`src/rtl/memsel_pkg.sv`:
```
package memsel_pkg;

    localparam int REG_W   = 16;
    localparam int START_W = 4;
    localparam int SIZE_W  = 2;

    // Writable field mask: area bit, size code, start bits.
    localparam logic [REG_W-1:0] RW_MASK   = 16'h007F;
    localparam int               AREA_BIT  = 6;
    localparam logic [REG_W-1:0] AREA_MASK = 16'h0040;

    typedef struct packed {
        logic               area2;
        logic [SIZE_W-1:0]  size;
        logic [START_W-1:0] start;
    } ctrl_t;

    function automatic ctrl_t to_ctrl(input logic [REG_W-1:0] raw);
        ctrl_t c;
        c.area2 = raw[AREA_BIT];
        c.size  = raw[5:4];
        c.start = raw[3:0];
        return c;
    endfunction

    // Larger size code drops more low start bits from the compare.
    function automatic logic [START_W-1:0] win_mask(input logic [SIZE_W-1:0] code);
        logic [START_W-1:0] m;
        m = {START_W{1'b1}} << code;
        return m;
    endfunction

    function automatic logic [REG_W-1:0] lane_mask(input int lane);
        logic [REG_W-1:0] m;
        m = RW_MASK;
        if (lane == 0) begin
            m = RW_MASK & ~AREA_MASK;
        end
        return m;
    endfunction

endpackage

```
`src/rtl/memsel_regbank.sv`:
```
module memsel_regbank
    import memsel_pkg::*;
#(
    parameter int NUM_SEL = 8,
    localparam int IDX_W  = (NUM_SEL > 1) ? $clog2(NUM_SEL) : 1
) (
    input  logic                     clk,
    input  logic                     por_rst,
    input  logic                     man_rst,
    input  logic                     wr_en,
    input  logic [IDX_W-1:0]         idx,
    input  logic [REG_W-1:0]         wr_data,
    output logic [REG_W-1:0]         rd_data,
    output ctrl_t                    cfg_o [NUM_SEL],
    output logic [NUM_SEL*REG_W-1:0] raw_o
);

    logic [REG_W-1:0] regs_q [NUM_SEL];

    for (genvar i = 0; i < NUM_SEL; i++) begin : g_lane
        localparam logic [REG_W-1:0] KEEP = lane_mask(i);
        logic hit_w;

        assign hit_w = wr_en && !man_rst && (idx == IDX_W'(i));

        always_ff @(posedge clk) begin
            if (por_rst) begin
                regs_q[i] <= '0;
            end else if (hit_w) begin
                regs_q[i] <= wr_data & KEEP;
            end
        end

        assign cfg_o[i]                  = to_ctrl(regs_q[i]);
        assign raw_o[i*REG_W +: REG_W]   = regs_q[i];
    end

    assign rd_data = regs_q[idx];

endmodule

```
`src/rtl/memsel_window.sv`:
```
module memsel_window
    import memsel_pkg::*;
(
    input  ctrl_t               cfg,
    input  logic [START_W-1:0]  addr_hi,
    input  logic                strobe,
    input  logic                area0_en,
    input  logic                area2_en,
    output logic                hit
);

    logic [START_W-1:0] mask_w;
    logic               area_ok;
    logic               addr_ok;

    always_comb begin
        mask_w  = win_mask(cfg.size);
        area_ok = cfg.area2 ? area2_en : area0_en;
        addr_ok = ((addr_hi ^ cfg.start) & mask_w) == '0;
        hit     = strobe && area_ok && addr_ok;
    end

endmodule

```
`src/rtl/memsel_decoder.sv`:
```
module memsel_decoder
    import memsel_pkg::*;
#(
    parameter int NUM_SEL = 8,
    localparam int IDX_W  = (NUM_SEL > 1) ? $clog2(NUM_SEL) : 1
) (
    input  logic                 clk,
    input  logic                 por_rst,
    input  logic                 man_rst,
    input  logic                 reg_wr,
    input  logic [IDX_W-1:0]     reg_idx,
    input  logic [REG_W-1:0]     reg_wdata,
    output logic [REG_W-1:0]     reg_rdata,
    input  logic [START_W-1:0]   bus_addr_hi,
    input  logic                 bus_strobe,
    input  logic                 area0_en,
    input  logic                 area2_en,
    output logic [NUM_SEL-1:0]   sel_n
);

    ctrl_t                    cfg_w [NUM_SEL];
    logic [NUM_SEL*REG_W-1:0] cfg_flat;
    logic [NUM_SEL-1:0]       hit_w;

    memsel_regbank #(.NUM_SEL(NUM_SEL)) bank_i (
        .clk     (clk),
        .por_rst (por_rst),
        .man_rst (man_rst),
        .wr_en   (reg_wr),
        .idx     (reg_idx),
        .wr_data (reg_wdata),
        .rd_data (reg_rdata),
        .cfg_o   (cfg_w),
        .raw_o   (cfg_flat)
    );

    for (genvar i = 0; i < NUM_SEL; i++) begin : g_win
        memsel_window win_i (
            .cfg      (cfg_w[i]),
            .addr_hi  (bus_addr_hi),
            .strobe   (bus_strobe),
            .area0_en (area0_en),
            .area2_en (area2_en),
            .hit      (hit_w[i])
        );
    end

    // No priority: every matching window drives its select.
    assign sel_n = ~hit_w;

endmodule

```
`config.mk`:
```
export PLATFORM = sky130hd
export DESIGN_NAME = memsel_decoder
export DESIGN_NICKNAME = d
export VERILOG_FILES = /design/src/rtl/memsel_pkg.sv /design/src/rtl/memsel_regbank.sv /design/src/rtl/memsel_window.sv /design/src/rtl/memsel_decoder.sv
export SDC_FILE = /design/constraint.sdc
export NUM_CORES = 1
export LEC_CHECK = 0
export ABC_AREA = 1
export BUFFER_PORTS_ARGS = -buffer_cell sky130_fd_sc_hd__buf_4
export CORE_MARGIN = 8
export CORE_UTILIZATION = 30
export DETAILED_ROUTE_END_ITERATION = 10
export GPL_TIMING_DRIVEN = 0
export MAX_ROUTING_LAYER = met4
export PLACE_DENSITY = 0.43
export SLEW_MARGIN = 20
export SYNTH_ARGS = -nofsm -noshare
export SYNTH_HDL_FRONTEND = slang
export SYNTH_SLANG_ARGS = --single-unit
```
`constraint.sdc`:
```
create_clock -name clk -period 1.2 [get_ports clk]
set_input_delay 0 -clock clk [delete_from_list [all_inputs] [get_ports clk]]
set_output_delay 0 -clock clk [all_outputs]
set_load 0.005 [all_outputs]
```
Word-level counts from Yosys, hierarchy flattened
Memories as Yosys holds them, arrays and structs flattened.
Cells that the tools add are included.
{"block": "op_classes", "n_eq_ne": 7, "reduce_logical": 35, "n_shift": 8, "mux": 42, "bitwise": 25}
{"operator": "7-bit two-way mux", "count": 8}
{"operator": "1-bit two-way mux", "count": 34}
{"operator": "4-bit AND", "count": 8}
{"operator": "4-bit logical NOT", "count": 8}
{"operator": "4-bit by 2-bit << shifter with 4-bit output, first input constant", "count": 8}
{"operator": "4-bit bitwise XOR", "count": 8}
{"operator": "1-bit logical AND", "count": 25}
{"operator": "3-bit == test, second input constant", "count": 4}
{"operator": "8-bit NOT", "count": 1}
{"operator": "1-bit OR", "count": 8}
{"operator": "3-bit by 2-bit == test with 1-bit output, second input constant", "count": 2}
{"operator": "3-bit by 1-bit == test with 1-bit output, second input constant", "count": 1}
{"operator": "3-bit logical NOT", "count": 1}
{"operator": "1-bit logical NOT", "count": 1}
{"block": "totals", "word_cells": 118, "mem_count": 1, "reg_bits": 0, "ramBits": 56}
{"name": "bank_i.regs_q", "depth": 8, "word_bits": 7, "read_ports": 9, "rd_ports_with_merged_regs": 0, "write_ports": 8, "line": "memsel_regbank.sv:18", "source": "logic [REG_W-1:0] regs_q [NUM_SEL];"}

Logic depth before layout (Yosys ltp)
Gate-level depths: netlist (run 1).
{"block": "depth", "ltp_word": 7, "depth_mapped": 8, "ltp_nobuf": 7}

Modules after synthesis
Synthesis (run 1) repeated with hierarchy kept, for this count alone.
{"block": "unflattened", "cells_unflattened": 653, "area_unflattened_um2": 4555.6}
{"mod": "memsel_regbank", "cells_each": 445, "instances": 1, "area_per_inst_um2": 3674.8}
{"mod": "memsel_window", "cells_each": 25, "instances": 8, "area_per_inst_um2": 106.4}
{"mod": "memsel_decoder", "cells_each": 8, "instances": 1, "area_per_inst_um2": 30.0}

Least setup slack after synthesis (run 1)
OpenSTA, ideal clock, no wires.
{"block": "synth_timing", "kind": "input-to-reg", "from": "in reg_idx[2]", "to": "mem bank_i.regs_q[4][0] (netlist bit) (enable)", "slack_ns": 0.188, "arrival_ns": 0.689, "n_path_buf": 1, "required_time_ns": 0.877, "stages": 5, "path_cell_list": "buf_4 inv_2 nor2_8 nand2_1 nand2_1"}
{"element": "start, declared", "line": "memsel_decoder.sv:11", "source": "input logic [IDX_W-1:0] reg_idx,"}
{"element": "end, declared", "line": "memsel_regbank.sv:18"}

==> flow_summary.json, run 1 <==
{
  "drt_pass1_iterations": 4,
  "finalHoldViolCount": 0,
  "ys_seq_elements": 55,
  "h_tree_lvls": 2,
  "clk_pin_slew_worst_paths_ns": 0.07,
  "timing.final.crit_share_pct": 109,
  "path_cells": "nand2_1, nand2_1, nand2_1, nand2_2, nand2_1, nand2_1, buf_4",
  "largestRegisters": "bank_i.regs_q (55)",
  "drc_errors": 0,
  "drt-vias-per-instance": 4.54,
  "detail_route.wl_per_cell_um": 16.2,
  "hold_path.class": "input pin to register",
  "cts_tree": "yes",
  "row_count": 40,
  "synthesized_instance_count": 516,
  "yosysTopAreaCellShare_pct": 45.5,
  "arrival_ns": 1.30,
  "groute.usage.overall_pct": 15.1,
  "initial_core_util_pct": 30.4,
  "drt.antenna.violating_nets": 0,
  "n_fill_cell": 1312,
  "synthDistinctLibCells": 24,
  "synthesis.yosys.warnings": 0,
  "cts_hold_repair.buffers": 0,
  "slowest_delay_ns": 0.44,
  "pwr_density_cell_mw_per_mm2": 1050,
  "synth-edff-count": 55,
  "status": "complete, but fails checks",
  "synth-seq-area-share_pct": 45.5,
  "measured_slew_at_the_worst_slew_check_pin_ns": 0.521,
  "grt_antenna_before_repair": 0,
  "setup_viol": 15,
  "syn-mean-instance-area_um2": 7.03,
  "failing_checks": "setup timing",
  "synthFlopType": "edfxtp_1",
  "setup.worst_path.start_class": "register",
  "numCtsBuffers": 5,
  "grt_pass1_vias": 3162,
  "synthDominantAreaCellType": "edfxtp_1",
  "synth_area_leaders": "edfxtp_1, nand2_1, nor2_1, inv_1, buf_4",
  "report.final.slew_viol_count": 0,
  "critical_path_cell_count": 7,
  "worst-endpoint-required_ns": 1.20,
  "drv_cap": 0,
  "grt_setup_unrepaired": "yes",
  "design.die.area_mm2": 0.0159,
  "globalRoute.totalOverflow": 0,
  "place.port_buffers": 31,
  "core_area_mm2": 0.0119,
  "fmax_mhz": 768,
  "crit_type": "register to primary output",
  "floorplan.die.width_um": 126,
  "irDropWorstVdd_mv": 0.518,
  "async_flop_share_pct": 0,
  "drt-total-wl_um": 11600,
  "grt_start_max_net_pins": 15,
  "kind_of_end_point_of_the_critical_path": "primary output",
  "design_power_total_uw": 4620,
  "nets": 599,
  "post-dp-hpwl_um": 8590,
  "drt_iter0_drc": 281,
  "finalWeightedCongestion": 0.944,
  "antenna-diode-count": 0,
  "die_height_um": 126,
  "cp.buffers_inverters": 1,
  "power_leakage_uw": 0.00211,
  "detailroute.via_count": 3249,
  "syn_to_final_growth_pct": 20.9,
  "setup_slack_ns": -0.102,
  "layout_min_cycle_time_ns": 1.30,
  "worst_path_dominant_cell_family": "flip-flops",
  "cts.path.max_buffers": 2,
  "cts_root_buffer": "clkbuf_16",
  "mappedNetlistArea_mm2": 0.00363,
  "crit_slowest_cell": "edfxtp_1",
  "largest_register_ffs": 55,
  "cp_common_cell": "nand2_1",
  "hold_path_depth": 3,
  "largest-register": "bank_i.regs_q",
  "num_io_pins": 54,
  "grt_pass1_wl_um": 17800,
  "layout-drive-gt1-share_pct": 19.5,
  "slew_headroom_pct": 65.2,
  "worst_path_fanout_max": 4,
  "placed_cells": 702,
  "finalNonFillerCells": 715,
  "clock_sink_count": 55
}
-- layout by cell type (no fill, tap or decap), types with 4 or more instances in the layout --
master,synthesis,layout
nand2_1,247,231
nand3_2,4,7
buf_6,0,14
nand2_2,1,17
inv_1,42,41
buf_4,12,36
nor2_1,89,88
clkbuf_16,0,5
inv_2,3,4
nand3_1,16,13
buf_2,10,10
edfxtp_1,55,55
o21ai_1,0,4
conb_1,1,9
a21oi_1,5,4
nand3_4,4,4
-- cell type report --
type	instances	area, um2	share of cell area (%)
repair buffers	38	338	7.70
well taps	147	184	4.19
inverters	47	179	4.08
multi-input cells	398	1760	40.1
flip-flops and latches	55	1650	37.7
plain buffers	24	148	3.37
clock buffers	6	129	2.94
-- metrics by stage --
stage               setup slack (ns)  TNS [ns]  util [%]  hold WS (ns)  area [um2]
global route                  -0.175     -2.08      36.8         0.176        4390
floorplan                      0.188         0         -         0.176        3660
detailed placement           -0.0196    -0.218      34.2         0.388        4070
finish                        -0.102    -0.854      36.8         0.179        4390
global placement             -0.0113    -0.105      34.2         0.385        4070
CTS                           -0.115     -1.03      36.3         0.154        4320
-- timing repair --
item	CTS	global route
gates cloned	0	0
endpoints found under the setup margin	15	15
pin swaps	30	15
resized for setup	29	16
setup buffers	4	3
-- cell families (layout without fill, tap and decap cells) --
group / after synthesis / in the layout / synth area share [%]
compound gates: 13 / 13 / 1.86
xor+xnor: 1 / 1 / 0.242
buf+inv: 71 / 115 / 9.01
flops: 55 / 55 / 45.5
other cells: 1 / 9 / 0.103
simple gates: 375 / 375 / 43.2
-- routing by layer --
metal	GRT usage [%]	vias up	routed length, um
met2	23.9	76	5270
met1	19.3	1478	5530
met4	5.66	0	318
li1	-	1681	-
met5	-	-	0
met3	2.03	14	448
-- synthesized netlist by cell type (3+ instances only) --
cell type	instances
nor2_1	89
nand2_1	247
buf_2	10
a21oi_1	5
nand3_2	4
buf_4	12
nand3_4	4
inv_1	42
nor2_4	3
inv_2	3
nand3_1	16
edfxtp_1	55
o21ai_0	7
nor3_1	6
-- power by group --
| group | total, uW | switching, uW | leakage, uW | internal (uW) |
|---|---|---|---|---|
| clock network | 1370 | 618 | 0.0000628 | 753 |
| logic | 923 | 579 | 0.00153 | 344 |
| registers | 2330 | 94.8 | 0.000527 | 2230 |
| total | 4620 | 1290 | 0.00211 | 3330 |
-- final timing paths --
kind                            start                  end  slack, ns
setup / recovery  bank_i.regs_q[5][5]         reg_rdata[5]      -0.10
hold / removal           reg_wdata[6]  bank_i.regs_q[7][6]       0.18
-- tightest hold or removal path: cells and delay by family --
kind	cells	cell delay (ns)
buffers and inverters	2	0.22
AND/OR/NAND/NOR	1	0.13
(Power assumes the default switching activity.)
==> inputs of run 2 (changes only) <==
--- a/config.mk
+++ b/config.mk
@@ -5,14 +5,13 @@
 export SDC_FILE = /design/constraint.sdc
 export NUM_CORES = 1
 export LEC_CHECK = 0
-export ABC_AREA = 1
 export BUFFER_PORTS_ARGS = -buffer_cell sky130_fd_sc_hd__buf_4
 export CORE_MARGIN = 8
 export CORE_UTILIZATION = 30
 export DETAILED_ROUTE_END_ITERATION = 10
 export GPL_TIMING_DRIVEN = 0
 export MAX_ROUTING_LAYER = met4
-export PLACE_DENSITY = 0.43
+export PLACE_DENSITY = 0.44
 export SLEW_MARGIN = 20
 export SYNTH_ARGS = -nofsm -noshare
 export SYNTH_HDL_FRONTEND = slang
==> run 2 against run 1 <==
Compared with the run above:
- the run still ends with setup timing left
- design area shrank 2.5%
- hold slack got worse by 0.15 ns
- utilization is 3.2 points higher
- synthesized cell count shrank 51%
- combinational power rose by 2%
- largest cell class unchanged
==> flow_summary.json, run 2 <==
{
  "drt_iter0_drc": 98,
  "grt_pass1_wl_um": 14200,
  "cts_hold_repair.buffers": 0,
  "core_area_mm2": 0.0107,
  "drt-vias-per-instance": 4.77,
  "groute.usage.overall_pct": 13.7,
  "finalNonFillerCells": 468,
  "detail_route.wl_per_cell_um": 20.2,
  "hold_path.class": "input pin to register",
  "finalWeightedCongestion": 0.843,
  "largestRegisters": "bank_i.regs_q (55)",
  "arrival_ns": 1.65,
  "setup_slack_ns": -0.449,
  "synth_area_leaders": "edfxtp_1, and2_1, mux4_2, xnor2_1, mux2_2",
  "power.combinational.fraction_pct": 21.8,
  "grt_pass1_vias": 2307,
  "power_leakage_uw": 0.00161,
  "largest_register_ffs": 55,
  "crit_slowest_cell": "mux4_2",
  "synthFlopType": "edfxtp_1",
  "internal_power_uw": 3130,
  "nets": 357,
  "die_height_um": 120,
  "layout-drive-gt1-share_pct": 39.6,
  "report.final.slew_viol_count": 0,
  "h_tree_lvls": 2,
  "drc_errors": 0,
  "clk_pin_slew_worst_paths_ns": 0.10,
  "multi_input_area_mm2": 0.00174,
  "num_io_pins": 54,
  "final-seq-area_mm2": 0.00165,
  "synthesis.yosys.warnings": 0,
  "synthDistinctLibCells": 34,
  "switchingPower_uw": 1170,
  "path_cells": "mux4_2, mux2_4, buf_6",
  "drt.antenna.violating_nets": 0,
  "antenna-diode-count": 0,
  "grt_antenna_before_repair": 0,
  "worst-endpoint-required_ns": 1.20,
  "failing_checks": "setup timing",
  "async_flop_share_pct": 0,
  "synthDominantAreaCellType": "edfxtp_1",
  "n_fill_cell": 1056,
  "post-dp-hpwl_um": 6790,
  "grt_setup_unrepaired": "yes",
  "status": "complete, but fails checks",
  "clock_sink_count": 55,
  "numCtsBuffers": 5,
  "initial_core_util_pct": 30.5,
  "finalHoldViolCount": 0,
  "switching_share_pct": 27.2,
  "grt_start_max_net_pins": 18,
  "mappedNetlistArea_mm2": 0.00326,
  "power.sequential.fraction_pct": 53.7,
  "place.port_buffers": 29,
  "design.die.area_mm2": 0.0145,
  "largest-register": "bank_i.regs_q",
  "drt_pass1_iterations": 4,
  "row_count": 38,
  "power.clock.fraction_pct": 24.5,
  "crit_type": "register to primary output",
  "kind_of_end_point_of_the_critical_path": "primary output",
  "timing.final.crit_share_pct": 137,
  "syn-mean-instance-area_um2": 12.8,
  "drv_cap": 0,
  "yosysTopAreaCellShare_pct": 50.7,
  "design_power_total_uw": 4300,
  "cts.path.max_buffers": 2,
  "synthesized_instance_count": 254,
  "setup_viol": 15,
  "fmax_mhz": 607,
  "synth-seq-area-share_pct": 50.7,
  "layout.cells.most_common_list": "and2_1, edfxtp_1, buf_4",
  "placed_cells": 431,
  "synth-edff-count": 55,
  "pwr_density_cell_mw_per_mm2": 1010,
  "ys_seq_elements": 55,
  "detailroute.via_count": 2233,
  "floorplan.die.width_um": 120,
  "cts_root_buffer": "clkbuf_8",
  "slew_headroom_pct": 54.7,
  "layout_min_cycle_time_ns": 1.65,
  "measured_slew_at_the_worst_slew_check_pin_ns": 0.680,
  "setup.worst_path.start_class": "register",
  "drt-total-wl_um": 9450,
  "worst_path_fanout_max": 2,
  "slowest_delay_ns": 0.48,
  "synth_top_cells_by_count": "and2_1, edfxtp_1, xnor2_1",
  "irDropWorstVdd_mv": 0.554,
  "postLayoutCoreUtil_pct": 40.0,
  "syn_to_final_growth_pct": 31.3,
  "globalRoute.totalOverflow": 0,
  "cts_tree": "yes"
}
run 2: changes by cell type in the layout (fill, tap and decap cells not counted), sizes merged, moves of 21 or more:
cell / before / now
and2: 0 / 55
nand3: 24 / 3
nand2: 248 / 10
xnor2: 0 / 28
nor2: 94 / 8
inv: 45 / 1
run 2: layer usage:
metal	track usage, %	wire [um]	vias to the layer above
li1	-	-	1057
met1	18.7	4430	1114
met2	21.1	4450	57
met3	2.10	473	5
met4	3.36	90	0
met5	-	0	-
run 2: cells by family after synthesis:
| family | after synthesis | share of synthesized area, % |
|---|---|---|
| flip-flops | 55 | 50.7 |
| XOR/XNOR | 32 | 8.60 |
| multiplexers | 28 | 13.5 |
| buffers and inverters | 20 | 3.84 |
| AO/OA/AOI/OAI | 29 | 6.49 |
| other | 1 | 0.115 |
| AND/OR/NAND/NOR | 89 | 16.7 |
run 2: layout make-up:
| cell class | count | share of cell area (%) |
|---|---|---|
| clock inverter | 3 | 0.468 |
| timing repair buffer | 58 | 11.5 |
| inverter | 1 | 0.0878 |
| multi-input combinational | 187 | 40.8 |
| buffer | 19 | 2.84 |
| clock buffer | 5 | 1.61 |
| sequential | 55 | 38.6 |
| tap | 140 | 4.10 |
run 2: critical path, delay by kind of cell (launching register included):
family,cells,cell delay [ns]
mux,2,0.77
flops,1,0.46
buf+inv,1,0.12
run 2: path summary, 6_finish.rpt:
kind	from	to	slack (ns)	cells after the start
max	bank_i.regs_q[1][2]	reg_rdata[2]	-0.45	3
min	reg_wdata[6]	bank_i.regs_q[3][6]	0.03	2
run 2: power groups by stage:
stage	sequential, uW	clock (uW)	combinational, uW
CTS	2310	1090	874
finish	2310	1060	938
floorplan	2330	0	452
global placement	2360	0	734
detailed placement	2360	0	731
global route	2320	1140	1010
run 2: timing repair:
item / 4_1_cts / 5_1_grt
pin swaps: 11 / 11
setup endpoints to repair: 71 / 73
setup buffers: 16 / 13
gates resized for setup: 34 / 16
run 2: stage by stage:
step                hold WS [ns]  cell area (um2)  setup TNS [ns]  worst slack, ns
finish                    0.0269             4280           -5.32           -0.449
global route              0.0333             4280           -6.20           -0.494
CTS                       0.0268             4060           -5.86           -0.457
detailed placement         0.360             3690          -36.65           -0.620
global placement           0.355             3690          -36.59           -0.603
floorplan                  0.132             3290               0           0.0355
